==> src/rtl/sdram_mon_pkg.sv <==
// Shared types and constants for the SDRAM protocol monitor.
// Assumes rule numbers are stable: they are visible on err_code and err_count.
package sdram_mon_pkg;

    typedef enum logic [2:0] {
        CMD_NOP,
        CMD_MODE,
        CMD_REF,
        CMD_ACT,
        CMD_RD,
        CMD_WR,
        CMD_BST,
        CMD_PRE
    } cmd_e;

    localparam int NRULE          = 9;
    localparam int CODE_W         = 4;
    localparam logic [CODE_W-1:0] CODE_NONE = '1;

    localparam int RULE_MODE_OPEN = 0;
    localparam int RULE_MODE_GAP  = 1;
    localparam int RULE_RCD       = 2;
    localparam int RULE_RC        = 3;
    localparam int RULE_RP        = 4;
    localparam int RULE_RRD       = 5;
    localparam int RULE_AP_BUSY   = 6;
    localparam int RULE_IDLE      = 7;
    localparam int RULE_DBL_ACT   = 8;

    // Converts a nanosecond limit to whole clocks, rounding up.
    function automatic int ns_to_clk(input int ns, input int period_ps);
        return (ns * 1000 + period_ps - 1) / period_ps;
    endfunction

endpackage

==> src/rtl/sdram_cmd_decode.sv <==
// Decodes the bus pins into one command per cycle.
// Assumes a low clock enable or a high chip select yields a no-op.
module sdram_cmd_decode
    import sdram_mon_pkg::*;
(
    input  logic cke,
    input  logic cs_n,
    input  logic ras_n,
    input  logic cas_n,
    input  logic we_n,
    output cmd_e cmd
);

    // Pin pattern to command mapping.
    always_comb begin
        if (!cke || cs_n) begin
            cmd = CMD_NOP;
        end else begin
            case ({ras_n, cas_n, we_n})
                3'b000:  cmd = CMD_MODE;
                3'b001:  cmd = CMD_REF;
                3'b011:  cmd = CMD_ACT;
                3'b101:  cmd = CMD_RD;
                3'b100:  cmd = CMD_WR;
                3'b110:  cmd = CMD_BST;
                3'b010:  cmd = CMD_PRE;
                default: cmd = CMD_NOP;
            endcase
        end
    end

endmodule

==> src/rtl/sdram_bank_shadow.sv <==
// Shadow of one bank: open/idle state plus cycles since activate and close.
// Assumes do_close is asserted only while the bank is open.
module sdram_bank_shadow #(
    parameter int TMAX = 17,
    parameter int TW   = 5
) (
    input  logic          clk,
    input  logic          rst_n,
    input  logic          do_act,
    input  logic          do_close,
    output logic          is_open,
    output logic [TW-1:0] act_el,
    output logic [TW-1:0] pre_el
);

    localparam logic [TW-1:0] LIM = TW'(TMAX);

    // Open/idle state; an activate wins over a coincident close.
    always_ff @(posedge clk) begin
        if (!rst_n)        is_open <= 1'b0;
        else if (do_act)   is_open <= 1'b1;
        else if (do_close) is_open <= 1'b0;
    end

    // Elapsed cycles since the last activate, saturating.
    always_ff @(posedge clk) begin
        if (!rst_n)          act_el <= LIM;
        else if (do_act)     act_el <= TW'(1);
        else if (act_el != LIM) act_el <= act_el + TW'(1);
    end

    // Elapsed cycles since the last close, saturating.
    always_ff @(posedge clk) begin
        if (!rst_n)          pre_el <= LIM;
        else if (do_close)   pre_el <= TW'(1);
        else if (pre_el != LIM) pre_el <= pre_el + TW'(1);
    end

endmodule

==> src/rtl/sdram_err_log.sv <==
// Sticky flags, saturating counters and the latest violation code.
// Assumes clear has priority over a coincident violation.
module sdram_err_log
    import sdram_mon_pkg::*;
#(
    parameter int NR    = 9,
    parameter int CNT_W = 8
) (
    input  logic                clk,
    input  logic                rst_n,
    input  logic                clr,
    input  logic [NR-1:0]       hit,
    output logic [NR-1:0]       flags,
    output logic [CODE_W-1:0]   code,
    output logic [NR*CNT_W-1:0] counts
);

    logic [CODE_W-1:0] first_hit;

    // Lowest-numbered rule violated this cycle.
    always_comb begin
        first_hit = CODE_NONE;
        for (int i = NR - 1; i >= 0; i--) begin
            if (hit[i]) first_hit = CODE_W'(i);
        end
    end

    // Code of the latest violating cycle.
    always_ff @(posedge clk) begin
        if (!rst_n || clr) code <= CODE_NONE;
        else if (|hit)     code <= first_hit;
    end

    for (genvar r = 0; r < NR; r++) begin : g_rule
        logic [CNT_W-1:0] cnt;

        // Sticky flag for rule r.
        always_ff @(posedge clk) begin
            if (!rst_n || clr) flags[r] <= 1'b0;
            else if (hit[r])   flags[r] <= 1'b1;
        end

        // Saturating violation count for rule r.
        always_ff @(posedge clk) begin
            if (!rst_n || clr)              cnt <= '0;
            else if (hit[r] && (cnt != '1)) cnt <= cnt + CNT_W'(1);
        end

        assign counts[r*CNT_W +: CNT_W] = cnt;
    end

endmodule

==> src/rtl/sdram_proto_mon.sv <==
// Passive SDRAM command-stream monitor: decodes commands, shadows bank
// state, times the spacing rules and logs violations per rule.
// Assumes a power-of-two bank count and that all pins are synchronous to clk.
module sdram_proto_mon
    import sdram_mon_pkg::*;
#(
    parameter int CLK_PS   = 4000,
    parameter int T_RCD_NS = 20,
    parameter int T_RC_NS  = 65,
    parameter int T_RP_NS  = 20,
    parameter int T_RRD_NS = 15,
    parameter int MODE_GAP = 2,
    parameter int NBANK    = 4,
    parameter int CNT_W    = 8
) (
    input  logic                   clk,
    input  logic                   rst_n,
    input  logic                   clr,
    input  logic                   cke,
    input  logic                   cs_n,
    input  logic                   ras_n,
    input  logic                   cas_n,
    input  logic                   we_n,
    input  logic [$clog2(NBANK)-1:0] ba,
    input  logic                   addr_ap,
    input  logic [2:0]             addr_mode,
    output logic [NRULE-1:0]       err_flags,
    output logic [CODE_W-1:0]      err_code,
    output logic [NRULE*CNT_W-1:0] err_count
);

    localparam int BAW   = $clog2(NBANK);
    localparam int TRCD  = ns_to_clk(T_RCD_NS, CLK_PS);
    localparam int TRC   = ns_to_clk(T_RC_NS, CLK_PS);
    localparam int TRP   = ns_to_clk(T_RP_NS, CLK_PS);
    localparam int TRRD  = ns_to_clk(T_RRD_NS, CLK_PS);
    localparam int TM1   = (TRC > TRCD) ? TRC : TRCD;
    localparam int TM2   = (TRP > TRRD) ? TRP : TRRD;
    localparam int TM3   = (TM1 > TM2) ? TM1 : TM2;
    localparam int TMAX  = (TM3 > MODE_GAP) ? TM3 : MODE_GAP;
    localparam int TW    = $clog2(TMAX + 1);
    localparam int BLW   = 4;
    localparam logic [TW-1:0] LIM = TW'(TMAX);

    cmd_e              cmd;
    logic [NBANK-1:0]  bank_open;
    logic [NBANK-1:0]  bank_act;
    logic [NBANK-1:0]  bank_close;
    logic [TW-1:0]     act_el [NBANK];
    logic [TW-1:0]     pre_el [NBANK];
    logic [TW-1:0]     mode_el;
    logic [TW-1:0]     rrd_el;
    logic [BAW-1:0]    last_act_ba;
    logic [BLW-1:0]    burst_len;
    logic [BLW-1:0]    ap_left;
    logic [BAW-1:0]    ap_ba;
    logic              is_rw;
    logic              sel_open;
    logic              ap_run;
    logic              ap_start;
    logic [NRULE-1:0]  hit;

    sdram_cmd_decode u_dec (
        .cke   (cke),
        .cs_n  (cs_n),
        .ras_n (ras_n),
        .cas_n (cas_n),
        .we_n  (we_n),
        .cmd   (cmd)
    );

    assign is_rw    = (cmd == CMD_RD) || (cmd == CMD_WR);
    assign sel_open = bank_open[ba];
    assign ap_run   = (ap_left != '0);
    assign ap_start = is_rw && addr_ap && sel_open && !ap_run;

    for (genvar b = 0; b < NBANK; b++) begin : g_bank
        // Activate and close strobes for bank b.
        always_comb begin
            bank_act[b]   = (cmd == CMD_ACT) && (ba == BAW'(b));
            bank_close[b] = bank_open[b] &&
                ((cmd == CMD_PRE && (addr_ap || ba == BAW'(b))) ||
                 (ap_left == BLW'(1) && ap_ba == BAW'(b)) ||
                 (ap_start && burst_len == BLW'(1) && ba == BAW'(b)));
        end

        sdram_bank_shadow #(.TMAX(TMAX), .TW(TW)) u_bank (
            .clk      (clk),
            .rst_n    (rst_n),
            .do_act   (bank_act[b]),
            .do_close (bank_close[b]),
            .is_open  (bank_open[b]),
            .act_el   (act_el[b]),
            .pre_el   (pre_el[b])
        );
    end

    // Cycles since the last mode set, saturating.
    always_ff @(posedge clk) begin
        if (!rst_n)               mode_el <= LIM;
        else if (cmd == CMD_MODE) mode_el <= TW'(1);
        else if (mode_el != LIM)  mode_el <= mode_el + TW'(1);
    end

    // Cycles since the last activate to any bank, and which bank it was.
    always_ff @(posedge clk) begin
        if (!rst_n) begin
            rrd_el      <= LIM;
            last_act_ba <= '0;
        end else if (cmd == CMD_ACT) begin
            rrd_el      <= TW'(1);
            last_act_ba <= ba;
        end else if (rrd_el != LIM) begin
            rrd_el <= rrd_el + TW'(1);
        end
    end

    // Burst length captured from the mode field.
    always_ff @(posedge clk) begin
        if (!rst_n) begin
            burst_len <= BLW'(1);
        end else if (cmd == CMD_MODE) begin
            case (addr_mode)
                3'd0:    burst_len <= BLW'(1);
                3'd1:    burst_len <= BLW'(2);
                3'd2:    burst_len <= BLW'(4);
                default: burst_len <= BLW'(8);
            endcase
        end
    end

    // Remaining cycles of a running auto-precharge burst.
    always_ff @(posedge clk) begin
        if (!rst_n) begin
            ap_left <= '0;
            ap_ba   <= '0;
        end else if (ap_start) begin
            ap_left <= burst_len - BLW'(1);
            ap_ba   <= ba;
        end else if (ap_run) begin
            ap_left <= ap_left - BLW'(1);
        end
    end

    // Rule evaluation for the command of this cycle.
    always_comb begin
        hit = '0;
        hit[RULE_MODE_OPEN] = (cmd == CMD_MODE || cmd == CMD_REF) && (|bank_open);
        hit[RULE_MODE_GAP]  = (cmd != CMD_NOP) && (mode_el < TW'(MODE_GAP));
        hit[RULE_RCD]       = is_rw && sel_open && (act_el[ba] < TW'(TRCD));
        hit[RULE_RC]        = (cmd == CMD_ACT) && !sel_open && (act_el[ba] < TW'(TRC));
        hit[RULE_RP]        = (cmd == CMD_ACT) && !sel_open && (pre_el[ba] < TW'(TRP));
        hit[RULE_RRD]       = (cmd == CMD_ACT) && (ba != last_act_ba) && (rrd_el < TW'(TRRD));
        hit[RULE_AP_BUSY]   = is_rw && ap_run;
        hit[RULE_IDLE]      = is_rw && !sel_open;
        hit[RULE_DBL_ACT]   = (cmd == CMD_ACT) && sel_open;
    end

    sdram_err_log #(.NR(NRULE), .CNT_W(CNT_W)) u_log (
        .clk    (clk),
        .rst_n  (rst_n),
        .clr    (clr),
        .hit    (hit),
        .flags  (err_flags),
        .code   (err_code),
        .counts (err_count)
    );

endmodule

==> config.mk <==
export PLATFORM = sky130hd
export DESIGN_NAME = sdram_proto_mon
export DESIGN_NICKNAME = d
export VERILOG_FILES = /design/src/rtl/sdram_mon_pkg.sv /design/src/rtl/sdram_cmd_decode.sv /design/src/rtl/sdram_bank_shadow.sv /design/src/rtl/sdram_err_log.sv /design/src/rtl/sdram_proto_mon.sv
export SDC_FILE = /design/constraint.sdc
export NUM_CORES = 1
export LEC_CHECK = 0
export CORE_MARGIN = 2
export CORE_UTILIZATION = 60
export DETAILED_ROUTE_END_ITERATION = 6
export PLACE_DENSITY = 0.91
export SYNTH_ARGS = -nofsm -noshare
export SYNTH_HDL_FRONTEND = slang
export SYNTH_HIERARCHICAL = 1
export SYNTH_SLANG_ARGS = --single-unit
==> constraint.sdc <==
create_clock -name clk -period 5.2 [get_ports clk]
set_input_delay 1.04 -clock clk [delete_from_list [all_inputs] [get_ports clk]]
set_output_delay 1.04 -clock clk [all_outputs]
set_load 0.02 [all_outputs]
==> metrics.txt <==
share of layout cells above drive strength 1 8.000%; CP max FO 12; DP HPWL 12820 um; worst slew pin tran 0.9464 ns; Clock Latency Late Sink 0.42 ns; slew margin rel. 36.62%; Most common cell on crit path nor3_1; critical path required time 5.49 ns; CTS tree built; remaining antenna violation count 0; Synth cell types 62; Placement Rows 41; routed len/inst 16.54 um; # port buffers 98; Vert. Die Dim 116.7 um; Yosys reg bits 151; min cycle time layout 3.748 ns; outcome completed; pin count of the biggest net entering global routing 36; Syn Area/Cell 8.857 um2; Worst path slowest cell clkdlybuf4s50_1; Iteration-0 DRC Markers 783; number of diodes 0; antenna violations before repair 0; maxcap violations 0; drt first pass iters 6; Startpoint Class input port; Initial Util 60.86%; post-synthesis cell area 0.007617 mm2; root buf cell clkbuf_16; fmax 266.8 MHz; Post-CTS Resized 0; CP delay by family, top simple AND/OR/NAND/NOR gates; synthesized netlist cell count 860; Die W 116.7 um; Synth async-reset ratio 0%; Main synth FF type dfxtp_1; Core Area 0.01252 mm2; CP Buf/Inv Count 2; grt total ovfl 0; Post CTS Setup Buffer Count 0; pwr/cell area 359.4 mW/mm2; final wirelength 18970 um; area leader, netlist dfxtp_1; final setup violating endpoints 0; top-area cell type share of the netlist area 39.68%; fin. max-slew vios 0; setup TNS 0 ns; Non-Filler Instances 1147; Critical Path Sink Type flip-flop; Mapped Nets 908; area delta synth->final 23.03%; Post-synth EDFFs 0; clock sink count 151; crit path kind input port to flip-flop; vias in the first global route 6250; DRC errors left 0; CTS Buf Count 17; worst path cell trace clkdlybuf4s50_1, nand2b_1, a21oi_1, nand2_1, nor2_1, o21ai_0, nor4_2, buf_4, nor4_1, nor3_1, nor3_1, o311ai_0; RSZ-0062 raised after global routing false; first-pass GRT wire length 30370 um; worst hold-check path type flip-flop to flip-flop; DR vias/cell 6.011; via count 6895; Worst-path clk slew 0.06 ns; DIE AREA 0.01361 mm2; Area contributors post-synth dfxtp_1, nor2_1, ha_1, xor2_1, nand3_1; Arr. time, crit path 4.04 ns; Placed Cells 1116; FF/Latch Area 0.003023 mm2; Hold Fails Final Rpt 0; multi-input logic area 0.004369 mm2; CP max stage delay 0.53 ns; Post-CTS Hold Fix Bufs 0; GRT Total Usage 28.14%; Final Cycle Share 72.08%; Yosys warning count 6; H-tree Lvls 4; GP Congestion 0.8700; Nets 1011; leakage power 0.003476 uW; clock buffer depth 2; Seq/Total Area, Yosys 39.68%; clk_skew 0.01157 ns; fillcell total 882; I/O pin cnt 99; Max VDD drop 0.3353 mV
## per-stage QoR
step                power [uW]  utilization (%)  hold WS (ns)  setup slack (ns)  instance area (um2)
finish                    3368            74.87        0.4671             1.452                 9371
global route              3537            74.87        0.5039             1.172                 9371
CTS                       3381            74.87        0.4672             1.540                 9371
detailed placement        2206            70.32        0.4590             1.228                 8802
global placement          2170            70.32        0.4505             1.300                 8802
floorplan                 2046                -        0.4450             2.089                 7617
## power by group
part           switching [uW]  internal, uW
Sequential                141          1260
Combinational             404           392
Clock                     445           723
Total                     990          2380
## per-layer routing
metal | track usage (%) | up-vias | wire [um]
li1 | - | 3294 | -
met1 | 34.69 | 3247 | 7900
met2 | 48.10 | 315 | 9475
met3 | 7.577 | 39 | 1292
met4 | 9.020 | 0 | 300
met5 | 0 | - | 0
## cell usage in the layout (no fill, tap or decap), types with 16 or more instances in the layout
cell type          n
dfxtp_1          151
nor2_1           119
clkdlybuf4s50_1   98
nand3_1           68
nand2_1           65
xor2_1            42
a21oi_1           41
ha_1              34
o21ai_0           31
inv_1             28
nor3_1            23
xnor2_1           23
nand4_1           22
and3_1            18
clkbuf_16         17
a31oi_1           16
## final timing paths
check	slack, ns	endpoint	cells after the start	start
worst min register to register	0.47	last_act_ba[0]	2	last_act_ba[0]
worst max-delay path	1.45	u_log/code[0]	12	cas_n
worst min-delay path	0.47	last_act_ba[0]	2	last_act_ba[0]
worst max register to register	2.62	u_log/code[2]	8	ap_left[0]
## cell usage after synthesis, types with 14 or more instances
library cell	n
xnor2_1	23
xor2_1	42
inv_1	28
nor2_1	119
nor2b_1	14
nor3_1	23
nand3_1	68
o21ai_0	31
a21oi_1	41
clkbuf_1	15
dfxtp_1	151
and3_1	18
ha_1	34
nand4_1	22
nand2_1	65
a31oi_1	16
## worst reg2reg max path, delay by kind of cell, from the launching register on
family          cells  cell delay, ns
flops               1            0.33
fa+ha+maj           1            0.17
compound gates      1            0.17
simple gates        5            1.64
buf+inv             1            0.11
## registers in the layout, indices dropped and copies added, names as in the netlist
name / count
u_log/g_rule.cnt: 72
g_bank.u_bank/act_el: 20
g_bank.u_bank/pre_el: 20
u_log/flags: 9
mode_el: 5
rrd_el: 5
ap_left: 4
burst_len: 4
g_bank.u_bank/is_open: 4
u_log/code: 4
ap_ba: 2
last_act_ba: 2
## area by class of cell
type                       count  area share [%]
sequential                   151           32.26
timing repair buffer         112           11.59
multi-input combinational    652           46.62
clock buffer                  30           6.021
clock inverter                 1         0.05340
tap                          172           2.296
inverter                      29           1.162
## cell families after synthesis
kind of cell | after synthesis | share of synthesized area, %
compound gates | 152 | 13.72
xor+xnor | 65 | 7.474
fa+ha+maj | 34 | 5.585
buf+inv | 57 | 3.268
flops | 151 | 39.68
mux | 18 | 3.384
simple gates | 383 | 26.89
(Power assumes the default switching activity.)
